`config.mk`:
```
export PLATFORM = sky130hd
export DESIGN_NAME = async_bus_seq
export DESIGN_NICKNAME = d
export VERILOG_FILES = /design/src/rtl/abs_pkg.sv /design/src/rtl/abs_sync.sv /design/src/rtl/abs_phase_timer.sv /design/src/rtl/abs_pad_drive.sv /design/src/rtl/async_bus_seq.sv
export SDC_FILE = /design/constraint.sdc
export NUM_CORES = 1
export LEC_CHECK = 0
export ABC_AREA = 1
export CAP_MARGIN = 0
export CORE_UTILIZATION = 55
export DETAILED_ROUTE_END_ITERATION = 8
export DONT_BUFFER_PORTS = 1
export PLACE_DENSITY = 0.7
export SLEW_MARGIN = 25
export SYNTH_ARGS = -nofsm -noshare
export SYNTH_HDL_FRONTEND = slang
export SYNTH_SLANG_ARGS = --single-unit
```
`constraint.sdc`:
```
create_clock -name clk -period 3 [get_ports clk]
set_input_delay 0 -clock clk [delete_from_list [all_inputs] [get_ports clk]]
set_output_delay 0 -clock clk [all_outputs]
set_load 0.005 [all_outputs]
```
`src/rtl/abs_pkg.sv`:
```
package abs_pkg;

    typedef enum logic [2:0] {
        ST_IDLE  = 3'd0,
        ST_ADDR  = 3'd1,
        ST_AHOLD = 3'd2,
        ST_CDLY  = 3'd3,
        ST_CMD   = 3'd4,
        ST_WAITX = 3'd5
    } seq_state_e;

endpackage

```
`src/rtl/abs_sync.sv`:
```
module abs_sync #(
    parameter int STAGES = 2
) (
    input  logic clk,
    input  logic rst_n,
    input  logic d,
    output logic q
);
    logic [STAGES-1:0] chain;

    generate
        for (genvar i = 0; i < STAGES; i++) begin : g_stage
            if (i == 0) begin : g_first
                always_ff @(posedge clk or negedge rst_n) begin
                    if (!rst_n) chain[0] <= 1'b0;
                    else        chain[0] <= d;
                end
            end else begin : g_next
                always_ff @(posedge clk or negedge rst_n) begin
                    if (!rst_n) chain[i] <= 1'b0;
                    else        chain[i] <= chain[i-1];
                end
            end
        end
    endgenerate

    assign q = chain[STAGES-1];
endmodule

```
`src/rtl/abs_phase_timer.sv`:
```
module abs_phase_timer #(
    parameter int W = 4
) (
    input  logic         clk,
    input  logic         rst_n,
    input  logic         load,
    input  logic [W-1:0] load_val,
    output logic         last
);
    logic [W-1:0] cnt;

    always_ff @(posedge clk or negedge rst_n) begin
        if (!rst_n)          cnt <= '0;
        else if (load)       cnt <= load_val;
        else if (cnt != '0)  cnt <= cnt - W'(1);
    end

    assign last = (cnt == '0);

    // an idle timer stays expired until reloaded
    p_timer_hold_r4: assert property (@(posedge clk) disable iff (!rst_n)
        (!load && last) |=> last);
endmodule

```
`src/rtl/abs_pad_drive.sv`:
```
module abs_pad_drive
    import abs_pkg::*;
#(
    parameter int DW  = 16,
    parameter int BEW = DW / 8
) (
    input  seq_state_e       state,
    input  logic             lat_wr,
    input  logic [DW-1:0]    lat_addr,
    input  logic [DW-1:0]    lat_wdata,
    input  logic [BEW-1:0]   lat_be,
    input  logic             bc_follow,
    output logic [DW-1:0]    ad_out,
    output logic             ad_oe,
    output logic             adv_n,
    output logic             rd_n,
    output logic             rdwr_n,
    output logic [BEW-1:0]   bc_n
);
    logic in_cmd;
    logic bc_span;

    always_comb begin
        ad_out  = lat_addr;
        ad_oe   = 1'b0;
        adv_n   = 1'b1;
        rd_n    = 1'b1;
        rdwr_n  = 1'b1;
        in_cmd  = 1'b0;
        bc_span = 1'b0;
        unique case (state)
            ST_IDLE: begin
            end
            ST_ADDR: begin
                adv_n   = 1'b0;
                ad_oe   = 1'b1;
                bc_span = 1'b1;
            end
            ST_AHOLD: begin
                ad_oe   = 1'b1;
                bc_span = 1'b1;
            end
            ST_CDLY: begin
                bc_span = 1'b1;
            end
            ST_CMD, ST_WAITX: begin
                in_cmd  = 1'b1;
                bc_span = 1'b1;
                if (lat_wr) begin
                    rdwr_n = 1'b0;
                    ad_oe  = 1'b1;
                    ad_out = lat_wdata;
                end else begin
                    rd_n   = 1'b0;
                end
            end
            default: begin
            end
        endcase
    end

    generate
        for (genvar b = 0; b < BEW; b++) begin : g_lane
            assign bc_n[b] = !(lat_be[b] && (bc_follow ? in_cmd : bc_span));
        end
    endgenerate
endmodule

```
`src/rtl/async_bus_seq.sv`:
```
module async_bus_seq
    import abs_pkg::*;
#(
    parameter int DW       = 16,
    parameter int CDW      = 3,
    parameter int CLW      = 4,
    parameter int SYNC_STG = 2
) (
    input  logic               clk,
    input  logic               rst_n,
    input  logic               req_valid,
    input  logic               req_write,
    input  logic [DW-1:0]      req_addr,
    input  logic [DW-1:0]      req_wdata,
    input  logic [DW/8-1:0]    req_be,
    output logic               req_ready,
    output logic [DW-1:0]      rsp_rdata,
    output logic               rsp_done,
    input  logic               cfg_ahold_en,
    input  logic [CDW-1:0]     cfg_cmd_dly,
    input  logic [CLW-1:0]     cfg_rd_len,
    input  logic [CLW-1:0]     cfg_wr_len,
    input  logic               cfg_wait_en,
    input  logic               cfg_bc_follow,
    output logic [DW-1:0]      ad_out,
    output logic               ad_oe,
    input  logic [DW-1:0]      ad_in,
    output logic               adv_n,
    output logic               rd_n,
    output logic               rdwr_n,
    output logic [DW/8-1:0]    bc_n,
    input  logic               wait_in
);
    localparam int BEW = DW / 8;
    localparam int TW  = (CDW > CLW) ? CDW : CLW;

    seq_state_e     state, nxt;
    logic           lat_wr;
    logic [DW-1:0]  lat_addr, lat_wdata;
    logic [BEW-1:0] lat_be;
    logic           wait_s, hold_cmd;
    logic           t_load, t_last;
    logic [TW-1:0]  t_val, dly_m1, cmd_m1;
    logic [CLW-1:0] cmd_len;
    logic           accept, finish;

    abs_sync #(.STAGES(SYNC_STG)) u_sync (
        .clk(clk), .rst_n(rst_n), .d(wait_in), .q(wait_s)
    );

    abs_phase_timer #(.W(TW)) u_timer (
        .clk(clk), .rst_n(rst_n), .load(t_load), .load_val(t_val), .last(t_last)
    );

    assign accept   = (state == ST_IDLE) && req_valid;
    assign hold_cmd = cfg_wait_en && wait_s;
    assign cmd_len  = lat_wr ? cfg_wr_len : cfg_rd_len;
    assign dly_m1   = TW'(cfg_cmd_dly) - TW'(1);
    assign cmd_m1   = (cmd_len == '0) ? '0 : (TW'(cmd_len) - TW'(1));
    assign finish   = ((state == ST_CMD) && t_last && !hold_cmd) ||
                      ((state == ST_WAITX) && !hold_cmd);

    // state register
    always_ff @(posedge clk or negedge rst_n) begin
        if (!rst_n) state <= ST_IDLE;
        else        state <= nxt;
    end

    // next-state and timer loading
    always_comb begin
        nxt    = state;
        t_load = 1'b0;
        t_val  = '0;
        unique case (state)
            ST_IDLE: begin
                if (req_valid) nxt = ST_ADDR;
            end
            ST_ADDR, ST_AHOLD: begin
                if (state == ST_ADDR && cfg_ahold_en) begin
                    nxt = ST_AHOLD;
                end else if (cfg_cmd_dly != '0) begin
                    nxt    = ST_CDLY;
                    t_load = 1'b1;
                    t_val  = dly_m1;
                end else begin
                    nxt    = ST_CMD;
                    t_load = 1'b1;
                    t_val  = cmd_m1;
                end
            end
            ST_CDLY: begin
                if (t_last) begin
                    nxt    = ST_CMD;
                    t_load = 1'b1;
                    t_val  = cmd_m1;
                end
            end
            ST_CMD: begin
                if (t_last) nxt = hold_cmd ? ST_WAITX : ST_IDLE;
            end
            ST_WAITX: begin
                if (!hold_cmd) nxt = ST_IDLE;
            end
            default: nxt = ST_IDLE;
        endcase
    end

    // request capture
    always_ff @(posedge clk or negedge rst_n) begin
        if (!rst_n) begin
            lat_wr    <= 1'b0;
            lat_addr  <= '0;
            lat_wdata <= '0;
            lat_be    <= '0;
        end else if (accept) begin
            lat_wr    <= req_write;
            lat_addr  <= req_addr;
            lat_wdata <= req_wdata;
            lat_be    <= req_be;
        end
    end

    // completion and read capture
    always_ff @(posedge clk or negedge rst_n) begin
        if (!rst_n) begin
            rsp_done  <= 1'b0;
            rsp_rdata <= '0;
        end else begin
            rsp_done <= finish;
            if (finish && !lat_wr) rsp_rdata <= ad_in;
        end
    end

    assign req_ready = (state == ST_IDLE);

    abs_pad_drive #(.DW(DW), .BEW(BEW)) u_pads (
        .state(state), .lat_wr(lat_wr), .lat_addr(lat_addr),
        .lat_wdata(lat_wdata), .lat_be(lat_be), .bc_follow(cfg_bc_follow),
        .ad_out(ad_out), .ad_oe(ad_oe), .adv_n(adv_n), .rd_n(rd_n),
        .rdwr_n(rdwr_n), .bc_n(bc_n)
    );

    p_accept_addr_r1: assert property (@(posedge clk) disable iff (!rst_n)
        (req_valid && req_ready) |=> (!adv_n && ad_oe));
    p_busy_not_ready_r1: assert property (@(posedge clk) disable iff (!rst_n)
        !adv_n |-> !req_ready);
    p_hold_quiet_r2: assert property (@(posedge clk) disable iff (!rst_n)
        (state == ST_AHOLD) |-> (adv_n && rd_n && rdwr_n));
    p_delay_nonzero_r3: assert property (@(posedge clk) disable iff (!rst_n)
        (state == ST_CDLY) |-> (cfg_cmd_dly != '0));
    p_read_float_r5: assert property (@(posedge clk) disable iff (!rst_n)
        !rd_n |-> (!ad_oe && rdwr_n));
    p_write_drive_r6: assert property (@(posedge clk) disable iff (!rst_n)
        !rdwr_n |-> (ad_oe && rd_n));
    p_bc_follow_r7: assert property (@(posedge clk) disable iff (!rst_n)
        (cfg_bc_follow && rd_n && rdwr_n) |-> (&bc_n));
    p_no_extend_r9: assert property (@(posedge clk) disable iff (!rst_n)
        !cfg_wait_en |-> (state != ST_WAITX));
    p_done_pulse_r10: assert property (@(posedge clk) disable iff (!rst_n)
        rsp_done |=> !rsp_done);
    p_done_after_cmd_r10: assert property (@(posedge clk) disable iff (!rst_n)
        (!rd_n || !rdwr_n) && (nxt == ST_IDLE) |=> rsp_done);
endmodule

```
Word-level counts from Yosys, hierarchy flattened

Index checks and enable logic that the tools add are counted.

Register bits after elaboration: 61
Input port bits: 69
Output and inout bits: 40
Word-level logic and storage cells: 76

$add $sub $neg: 3
Equality and inequality tests: 9
Multiplexer cells: 30
Reductions and logical operators: 24

Operators with widths:

| kind                | number |
|---|---|
| $mux 16             | 2 |
| $mux 4              | 7 |
| $mux 3              | 7 |
| $pmux 3 s5          | 1 |
| $mux 1              | 10 |
| $logic_and 1x1->1   | 9 |
| $logic_not 4->1     | 2 |
| $ne 2x2->1 const B  | 4 |
| $pmux 4 s2          | 1 |
| $sub 4x1->4 const B | 2 |
| $eq 3x2->1 const B  | 2 |
| $eq 3x3->1 const B  | 2 |
| $reduce_or 5->1     | 1 |
| $logic_not 1->1     | 4 |
| $pmux 1 s2          | 2 |
| $reduce_and 4->1    | 1 |
| $reduce_bool 4->1   | 1 |
| $reduce_or 2->1     | 2 |
| $sub 3x1->4 const B | 1 |
| $eq 3x1->1 const B  | 1 |
| $logic_not 3->1     | 1 |
| $reduce_bool 3->1   | 1 |
| $reduce_bool 2->1   | 1 |
| $logic_or 1x1->1    | 1 |

Longest topological paths before layout

Gate-level depths: netlist of run 1.

Word-level depth: 7
Gate-level depth with buffers: 13
Mapped depth without buffers: 13

Modules after synthesis

A second synthesis of run 1 with hierarchy kept.

Cells, all modules: 435
Area total of the unflattened synthesis: 3337.0 sq um

By module, submodules not included:

| module          | instances | cells an instance | area each (sq um) | seq. area each (sq um) |
|---|---|---|---|---|
| async_bus_seq   | 1         | 331               | 2728.9            | 1376.3 |
| abs_pad_drive   | 1         | 68                | 315.3             | 0.0 |
| abs_phase_timer | 1         | 34                | 242.7             | 100.1 |
| abs_sync        | 1         | 2                 | 50.0              | 50.0 |

Least setup slack after synthesis of run 1

Ideal clock, no wire load.

Path type: register to register
Start: register u_timer.cnt[0]
End: register rsp_rdata[6]
Arrival: 1581 ps
Data required time: 2883 ps
Slack: 1302 ps
Stages on the path, launching flop included: 9
Buffers on the path: 1
Period minus slack after synthesis: 1698 ps
Path through: dfrtp_1 > inv_1 > ha_1 > nand3_1 > a211oi_4 > nand2_4 > buf_6 > nand2_1 > nand2_1

Cells in the longest elaborated chain, start to end: 5

RTL lines:

| element                         | line                  | RTL |
|---|---|---|
| start: declaration              | abs_phase_timer.sv:10 | `logic [W-1:0] cnt;` |
| start signal: assignment        | abs_phase_timer.sv:14 | `else if (load) cnt <= load_val;` |
| start signal: assignment        | abs_phase_timer.sv:15 | `else if (cnt != '0) cnt <= cnt - W'(1);` |
| $logic_not 4->1                 | abs_phase_timer.sv:18 | `assign last = (cnt == '0);` |
| $logic_and 1x1->1 (2 in series) | async_bus_seq.sv:60   | `assign finish = ((state == ST_CMD) && t_last && !hold_cmd) \|\|` |
| $logic_or 1x1->1                | async_bus_seq.sv:60   |  |
| $logic_and 1x1->1               | async_bus_seq.sv:130  | `if (finish && !lat_wr) rsp_rdata <= ad_in;` |
| end signal: assignment          | async_bus_seq.sv:130  |  |
| end: declaration                | async_bus_seq.sv:17   | `output logic [DW-1:0] rsp_rdata,` |

No other way between the ends.
A chain may end at the register's enable or synchronous reset.

Worst setup path in the final report of run 1

Ends and elaborated chain as after synthesis.

==> out/metrics.csv, run 1 <==
stage,metric,value,unit
run_status,outcome,finished clean,
grt,grt-ovfl-total,0,
cells_and_area,antenna_cells,0,
route,dr.pass1.iters,4,
setup_path,path_common_cell,nand2_1,
pwr,power_density,944,nW/um^2
sta,final.period_utilization,0.712,
route,wl_per_cell,15.1,microns
grt,met2_usage,0.423,
grt,top_usage_layer,met2,
floorplan,die_area,5710,sq um
setup_path,cp-end-kind,flip-flop,
setup_path,critPathSlowestCell,a211oi_4,
setup_path,required,3220,ps
clock_tree,cts_tree,yes,
synth,yosysUniqueCellTypes,26,
job,maxCapViolations,0,
route,drc_errors,0,
grt,use_met3,0.0728,
grt,antenna_found_initial,0,
floorplan,std_cell_rows,26,
synth,synthCells,292,
clock_tree,post_cts.repair.setup_buffers,0,
clock_tree,clk_path_buf_depth,2,
route,wirelength,6480,microns
route,ant_nets,0,
placement,gp_congestion,0.807,
cells_and_area,finalNonFillerCells,429,
setup_path,worstPathMaxFanout,18,
synth,netlist_area,2980,sq um
synth,ys_async_sr_fraction,1.00,
sta,fin_ws,865,ps
synth,ys_ff_latch,61,
floorplan,initial_core_util,0.576,
grt,grt_usage,0.238,
grt,grt_use_met1,0.267,
synth,syn-num-nets,366,
synth,yosysTopAreaCell,dfrtp_1,
clock_tree,cts_buffers,9,
cells_and_area,area_growth,29.1,%
sta,rsz0062_at_grt,no,
floorplan,die_x,75.6,microns
cells_and_area,fill_cells,340,
clock_tree,clk-insertion-delay-late,330,ps
cells_and_area,nets,428,
placement,hpwl,4050,microns
pwr,leakagePower,1.87,nW
sta,skew,13.4,ps
synth,synth_top_cell_area_share,0.513,
pwr,ir_drop,0.674,mV
clock_tree,cts_num_sinks,61,
clock_tree,clk_pin_slew,80,ps
synth,syn_area_per_cell,10.2,sq um
setup_path,worst_setup_path_start_kind,flip-flop,
grt,grt_pass1_vias,2240,
placement,pre_cts_ws,861,ps
setup_path,critPathKind,flip-flop to flip-flop,
floorplan,io_pins,109,
setup_path,path_cells,inv_1 -> ha_1 -> nand3_1 -> a211oi_4 -> nand2_4 -> nand2_1 -> nand2_1,
sta,maxSlewHeadroom,0.450,
min_path,hold_class,primary input to flip-flop,
synth,yosysWarnings,0,
sta,worst_slew_pin_slew,821,ps
synth,synth_seq_area_share,0.513,
grt,grt_pass1_wl,9870,microns
setup_path,max_stage_delay,720,ps
grt,grt_max_degree,62,
route,drtIter0Drc,106,
route,num_vias,2258,
clock_tree,cts_root_buf,clkbuf_8,
setup_path,worstPathArrival,2350,ps
clock_tree,htreeDepth,3,
synth,synth-edff-count,0,
synth,synth_ff_type,dfrtp_1,
placement,placed_cells,355,
placement,place.port_buffers,0,
sta,setup_viol,0,
synth,ys_top_cells_by_area,"dfrtp_1 51%, mux2_2 19%, nand2_1 8.3%",
clock_tree,ctsResizeCount,0,
sta,fmax,468,MHz
sta,hold_viol,0,
route,vias_per_cell,5.26,
cells_and_area,drive_gt1_frac,0.217,
floorplan,core_area,5170,sq um
sta,finalMaxSlewViolations,0,
sta,timing.setup.tns,0,ps
sta,period_minus_slack,2130,ps
clock_tree,cts_hold_buf,58,
floorplan,die_h,75.6,microns
==> where the power goes <==
group | switching (mW) | total [mW] | internal (mW)
sequential | 0.238 | 1.44 | 1.20
clock | 0.321 | 0.810 | 0.489
combinational | 0.724 | 1.38 | 0.654
total | 1.28 | 3.63 | 2.35
==> final cells by class <==
type | instances | area [sq um] | share of cell area
flip-flops and latches | 61 | 1530 | 0.397
multi-input cells | 193 | 1290 | 0.335
repair buffers | 59 | 606 | 0.158
clock buffers | 10 | 138 | 0.0358
inverters | 30 | 113 | 0.0293
well taps | 70 | 87.6 | 0.0228
clock inverters | 6 | 86.3 | 0.0225
==> logic make-up after synthesis <==
family | count (synthesis) | synth area share
buffers and inverters | 38 | 0.0546
xor gates and xnor gates | 3 | 0.00883
and+or+nand+nor | 121 | 0.182
DFF | 61 | 0.513
muxes | 50 | 0.189
adders and majority gates | 5 | 0.0210
AOI/OAI and AO/OA | 14 | 0.0324
==> worst paths after layout <==
check / start / end / slack [ps] / depth (start not counted)
min in group asynchronous: rst_n / rsp_rdata[11] / 180 / 2
max in group asynchronous: rst_n / u_timer.cnt[1] / 2530 / 2
min reg2reg: u_sync.chain[0] / u_sync.q / 350 / 0
max: u_timer.cnt[0] / rsp_rdata[6] / 870 / 7
max reg2reg: u_timer.cnt[0] / rsp_rdata[6] / 870 / 7
min: cfg_wait_en / rsp_done / 20 / 3
==> layout by cell type, fill, tap and decap left out <==
master,count
nand3_4,1
a211oi_4,1
a21oi_1,3
dlygate4sd3_1,57
o21ai_0,5
clkinv_2,2
bufinv_16,2
ha_1,5
buf_4,1
o22ai_1,1
nand4_1,2
o211ai_1,2
clkinvlp_4,1
o31ai_1,1
inv_1,29
or2_2,1
xor2_1,3
buf_16,1
nor3_1,1
inv_2,1
nand2_1,66
clkinv_4,1
clkbuf_8,10
nand2_2,4
nand3_1,35
nand2_4,1
nor2_1,9
nor2_2,1
mux2_2,50
dfrtp_1,61
o21bai_1,1
==> synthesized netlist by cell type (2+ instances only) <==
library cell and number:
buf_2 4, o21ai_0 5, dfrtp_1 61, nand3_1 35
nand4_1 2, nand2_2 4, ha_1 5, clkbuf_1 2
nand2_1 66, xor2_1 3, mux2_2 50, buf_6 2
inv_1 29, a21oi_1 3, nor2_1 9, o211ai_1 2
==> registers in the layout, indices dropped and copies added (netlist names), 2 cells and up <==
name and count:
u_timer.cnt 4, lat_be 2, lat_addr 16, rsp_rdata 16, lat_wdata 16, state 3
==> per-layer routing <==
| layer | wire (microns) | up-vias |
|---|---|---|
| met4 | 96 | 0 |
| met5 | 0 | - |
| met3 | 415 | 10 |
| met1 | 2620 | 1078 |
| li1 | - | 1085 |
| met2 | 3340 | 85 |
==> worst max-delay path: cells and delay by family (launching register included) <==
family	cells	cell delay [ps]
buffers and inverters	1	110
and+or+nand+nor	4	640
adders and majority gates	1	200
AOI/OAI and AO/OA	1	720
DFF	1	360
==> per-stage QoR <==
stage / power (mW) / util / hold slack, ps / area (sq um)
2_1_floorplan: 2.48 / - / -296 / 2980
3_3_place_gp: 2.69 / 0.584 / -294 / 3020
3_5_place_dp: 2.74 / 0.584 / -294 / 3020
4_1_cts: 3.63 / 0.743 / 8.27 / 3840
5_1_grt: 3.90 / 0.743 / 36.0 / 3840
6_report: 3.63 / 0.743 / 23.3 / 3840
No activity file was read; power rests on OpenSTA's default activity.
==> run 2: changes to the inputs <==
PLACE_DENSITY = 0.73   (was 0.7)
clock period = 1.85 ns   (was 3 ns; I/O delays follow)
==> run 2 against run 1 <==
Register-to-register slack lost 730 ps. Utilization increased by 0.24 points. Clock skew decreased by 5.1 ps. Combinational power grew 70%. Via count rose by 1.6%. Final cell count is 0.23% higher. Largest cell class unchanged.
==> out/metrics.csv, run 2 (same netlist as run 1, synthesis figures left out) <==
stage,metric,value,unit
placement,pre_cts_ws,-15.6,ps
sta,fmax,574,MHz
floorplan,die_h,75.6,microns
min_path,worstHoldEndpoint,u_timer.cnt[0],
pwr,p_seq_frac,0.412,
floorplan,die_area,5710,sq um
route,drtIter0Drc,93,
route,wirelength,7220,microns
floorplan,die_x,75.6,microns
sta,fin_ws,107,ps
floorplan,std_cell_rows,26,
min_path,hold_class,primary input to flip-flop,
sta,maxSlewHeadroom,0.781,
sta,finalMaxSlewViolations,0,
clock_tree,clk_path_buf_depth,2,
clock_tree,htreeDepth,3,
job,maxCapViolations,0,
pwr,internal_power,3.61,mW
sta,worst_slew_pin_slew,328,ps
pwr,p_comb_frac,0.405,
setup_path,regToRegEndpoint,rsp_rdata[8],
min_path,holdPathStages,5,
setup_path,required,1850,ps
run_status,outcome,finished clean,
setup_path,cp-end-kind,primary output,
sta,final.period_utilization,0.942,
floorplan,core_area,5170,sq um
setup_path,ff2ff_path_depth,8,
cells_and_area,area_growth,29.5,%
grt,grt_pass1_wl,11000,microns
pwr,p_clk_frac,0.183,
floorplan,initial_core_util,0.576,
placement,place.port_buffers,0,
grt,antenna_found_initial,0,
clock_tree,cts_tree,yes,
cells_and_area,final_common_cell,nand2_1,
grt,grt_pass1_vias,2381,
setup_path,critPathSlowestCell,dfrtp_1,
setup_path,crit_start,state[1],
cells_and_area,antenna_cells,0,
pwr,leakagePower,1.87,nW
setup_path,path_cells,inv_1 -> nand3_4 -> nand2_2 -> nand2_8 -> mux2_2,
clock_tree,clk-insertion-delay-late,330,ps
cells_and_area,final_cell_mix,"66 x nand2_1, 60 x dfrtp_1, 57 x dlygate4sd3_1, 50 x mux2_2, 34 x nand3_1",
setup_path,r2r_slack,140,ps
sta,holdWs,19.5,ps
placement,hpwl,4280,microns
setup_path,worstPathMaxFanout,18,
grt,grt_usage,0.273,
clock_tree,post_cts.repair.setup_buffers,0,
cells_and_area,nets,430,
min_path,min_from,cfg_wr_len[0],
route,num_vias,2295,
clock_tree,clk_pin_slew,60,ps
setup_path,critPathKind,flip-flop to primary output,
pwr,p_sw,2.18,mW
sta,period_minus_slack,1740,ps
grt,grt_max_degree,62,
route,dr.pass1.iters,5,
clock_tree,cts_buffers,9,
clock_tree,cts_root_buf,clkbuf_8,
sta,skew,8.27,ps
route,wl_per_cell,16.8,microns
clock_tree,cts_num_sinks,61,
route,vias_per_cell,5.34,
setup_path,max_stage_delay,450,ps
setup_path,worstPathArrival,1740,ps
pwr,p_sw_frac,0.376,
sta,setup_viol,0,
pwr,ir_drop,0.977,mV
setup_path,worst_setup_path_start_kind,flip-flop,
floorplan,io_pins,109,
sta,hold_viol,0,
grt,grt-ovfl-total,0,
setup_path,r2r-start,state[1],
pwr,power_density,1500,nW/um^2
cells_and_area,reg.largest.list,"lat_addr x16, lat_wdata x16, rsp_rdata x16",
route,ant_nets,0,
route,drc_errors,0,
cells_and_area,drive_gt1_frac,0.225,
placement,gp_congestion,0.861,
run 2: final cells by class:
type	instances	area, sq um
flip-flops and latches	61	1530
inverters	30	113
fillers	386	1320
multi-input cells	193	1320
repair buffers	61	637
clock inverters	3	21.3
clock buffers	12	155
well taps	70	87.6
run 2: how the worst max path moves through the flow:
stage	end	slack [ps]	cells past startpoint
after floorplan	rsp_rdata[6]	150	8
after global placement	rsp_rdata[6]	140	7
after detailed placement	u_timer.cnt[2]	-20	8
after CTS	ad_out[9]	20	5
after global routing	rsp_rdata[4]	-6	8
final	ad_out[9]	110	5
run 2: worst max-delay path: cells and delay by family (launching register included):
| family | cells | cell delay, ps |
|---|---|---|
| buffers and inverters | 1 | 140 |
| muxes | 1 | 380 |
| and+or+nand+nor | 3 | 420 |
| DFF | 1 | 450 |
run 2: repair_timing:
| action | in CTS | in global routing |
|---|---|---|
| gates resized for setup | 2 | 6 |
| setup endpoints to repair | 19 | 37 |
| pin swaps | 0 | 1 |
| endpoints found under the hold margin | 116 | 0 |
| hold buffers | 58 | 0 |
run 2: power by group through the flow:
stage                     logic [mW]  registers, mW  clock network [mW]
after floorplan                 1.78           2.24                   0
after global placement          2.06           2.32                   0
after detailed placement        2.15           2.36                   0
after CTS                       2.29           2.34                1.08
after global routing            2.62           2.47                1.14
final                           2.34           2.38                1.06
run 2: layer usage:
metal,global-route usage,part of all wire,wire length [microns]
met1,0.300,0.39,2790
met2,0.482,0.51,3710
met3,0.0780,0.073,527
met4,0.140,0.026,189
met5,0,0,0
run 2: through the flow:
| stage | util | cells | total power, mW | cell area (sq um) | setup TNS (ps) |
|---|---|---|---|---|---|
| floorplan | - | 292 | 4.02 | 2980 | 0 |
| global placement | 0.590 | 357 | 4.38 | 3050 | 0 |
| detailed placement | 0.590 | 357 | 4.50 | 3050 | -44.5 |
| CTS | 0.740 | 430 | 5.71 | 3830 | 0 |
| global route | 0.746 | 430 | 6.23 | 3860 | -9.40 |
| finish | 0.746 | 430 | 5.78 | 3860 | 0 |
==> run 3: changes to the inputs <==
CAP_MARGIN = unset   (was 0)
CORE_MARGIN = 2   (was unset)
==> run 3 against run 2 <==
Setup slack better by 18 ps. Via count up 0.74%. Final cell count up 1.6%. Non-clock buffer count up 6. Clock skew down 3.7 ps. Global-route usage down 1.1 points. Maximum frequency up 1.1%. Die area up 5.4%. Combinational power up 3%. Critical path depth unchanged. Flip-flop and latch count unchanged. Critical path type unchanged. Critical endpoint is now ad_out[8]. Largest cell class unchanged. Largest power group is now combinational cells. Highest routed layer unchanged.
==> out/metrics.csv, run 3 (same netlist as run 1, synthesis figures left out) <==
stage,metric,value,unit
sta,worst_slew_pin_slew,350,ps
sta,skew,4.56,ps
sta,period_minus_slack,1730,ps
grt,grt_max_degree,62,
sta,final.period_utilization,0.932,
clock_tree,cts_buffers,9,
setup_path,worst_setup_path_start_kind,flip-flop,
setup_path,worstPathArrival,1730,ps
placement,place.port_buffers,0,
cells_and_area,antenna_cells,0,
setup_path,path_cells,inv_1 -> nand3_4 -> nand2_2 -> nand2_8 -> mux2_2,
pwr,p_seq_frac,0.394,
placement,hpwl,4500,microns
clock_tree,cts_num_sinks,61,
sta,maxSlewHeadroom,0.765,
pwr,power_density,1530,nW/um^2
setup_path,worstPathMaxFanout,18,
cells_and_area,fill_cells,353,
job,maxCapViolations,0,
cells_and_area,drive_gt1_frac,0.237,
floorplan,die_h,77.6,microns
route,drtIter0Drc,125,
setup_path,required,1850,ps
clock_tree,clk_path_buf_depth,2,
floorplan,std_cell_rows,26,
setup_path,cp-end-kind,primary output,
pwr,p_sw_frac,0.365,
clock_tree,cts_root_buf,clkbuf_8,
pwr,p_sw,2.21,mW
clock_tree,clk_pin_slew,70,ps
pwr,leakagePower,1.92,nW
setup_path,ff2ff_path_depth,8,
sta,setup_viol,0,
grt,grt-ovfl-total,0,
min_path,worstHoldEndpoint,u_timer.cnt[0],
sta,hold_viol,0,
sta,fmax,580,MHz
cells_and_area,nets,436,
route,num_vias,2312,
route,dr.pass1.iters,5,
floorplan,die_area,6020,sq um
run_status,outcome,finished clean,
floorplan,die_x,77.6,microns
floorplan,io_pins,109,
grt,grt_pass1_vias,2476,
min_path,min_from,cfg_wr_len[0],
pwr,p_comb_frac,0.398,
cells_and_area,final_util,0.764,
pwr,p_clk_frac,0.208,
setup_path,regToRegEndpoint,rsp_rdata[15],
clock_tree,cts_tree,yes,
floorplan,initial_core_util,0.576,
setup_path,max_stage_delay,440,ps
cells_and_area,area_growth,32.7,%
pwr,total_power,6.05,mW
setup_path,r2r-start,state[1],
route,wl_per_cell,16.5,microns
sta,finalMaxSlewViolations,0,
grt,grt_pass1_wl,12000,microns
placement,gp_congestion,0.816,
setup_path,critPathKind,flip-flop to primary output,
pwr,internal_power,3.84,mW
route,ant_nets,0,
route,vias_per_cell,5.29,
grt,grt_usage,0.262,
setup_path,critPathSlowestCell,dfrtp_1,
cells_and_area,final_common_cell,nand2_1,
pwr,ir_drop,1.12,mV
clock_tree,htreeDepth,3,
min_path,holdPathStages,5,
floorplan,core_area,5170,sq um
route,wirelength,7230,microns
setup_path,r2r_slack,120,ps
clock_tree,clk-insertion-delay-late,340,ps
route,drc_errors,0,
cells_and_area,reg.largest.list,"lat_addr x16, lat_wdata x16, rsp_rdata x16",
cells_and_area,final_cell_mix,"66 x nand2_1, 60 x dfrtp_1, 58 x dlygate4sd3_1, 50 x mux2_2, 34 x nand3_1",
grt,antenna_found_initial,0,
min_path,hold_class,primary input to flip-flop,
-- run 3: cell types whose count changed in the layout (fill, tap and decap cells not counted) --
cell | before | now
buf_4 | 1 | 5
buf_12 | 1 | 2
bufinv_16 | 0 | 1
clkbuf_8 | 11 | 12
clkinv_4 | 1 | 0
dlygate4sd3_1 | 57 | 58
-- run 3: metal layers --
metal	up-vias	track usage	wire length (microns)
met4	0	0.105	106
met3	9	0.0930	536
met2	103	0.448	3720
met5	-	0	0
li1	1102	-	-
met1	1098	0.296	2870
-- run 3: power by group through the flow --
stage | Sequential, mW | Combinational (mW) | Clock [mW]
2_1_floorplan | 2.24 | 1.78 | 0
3_3_place_gp | 2.32 | 2.14 | 0
3_5_place_dp | 2.35 | 2.21 | 0
4_1_cts | 2.34 | 2.35 | 1.27
5_1_grt | 2.46 | 2.71 | 1.34
6_report | 2.38 | 2.41 | 1.26
-- run 3: worst max-delay path, delay by kind of cell (launching register included) --
kind / cells / cell delay (ps)
DFF: 1 / 440
and+or+nand+nor: 3 / 430
muxes: 1 / 330
buffers and inverters: 1 / 180
-- run 3: repair_timing --
action	in CTS	in global routing
pin swaps	1	1
resized for setup	1	7
hold endpoints to repair	116	0
setup endpoints to repair	24	38
hold buffers	59	0
setup buffers	0	1
-- run 3: area by class of cell --
cell class | instances | area, sq um | area share
Clock inverter | 3 | 42.5 | 0.0108
Clock buffer | 13 | 169 | 0.0427
Sequential cell | 61 | 1530 | 0.387
Inverter | 30 | 113 | 0.0285
Tap cell | 70 | 87.6 | 0.0222
Timing Repair Buffer | 67 | 697 | 0.176
Multi-Input combinational cell | 193 | 1320 | 0.333
-- run 3: worst max path at each step --
| stage | from | endpoint | slack (ps) |
|---|---|---|---|
| after floorplan | u_timer.cnt[0] | rsp_rdata[6] | 150 |
| after CTS | u_timer.cnt[0] | rsp_rdata[6] | 10 |
| after detailed placement | u_timer.cnt[0] | rsp_rdata[5] | 20 |
| after global routing | state[1] | ad_out[8] | -6 |
| final | state[1] | ad_out[8] | 120 |
| after global placement | u_timer.cnt[0] | rsp_rdata[1] | 50 |
-- run 3: per-stage QoR --
stage / area, sq um / cells / worst slack [ps] / hold slack, ps / setup TNS, ps
after floorplan: 2980 / 292 / 152 / -296 / 0
after global placement: 3090 / 361 / 53.2 / -295 / 0
after detailed placement: 3090 / 361 / 18.1 / -294 / 0
after CTS: 3920 / 436 / 10.6 / 16.8 / 0
after global routing: 3950 / 437 / -5.53 / 40.5 / -10.9
final: 3950 / 437 / 125 / 20.7 / 0
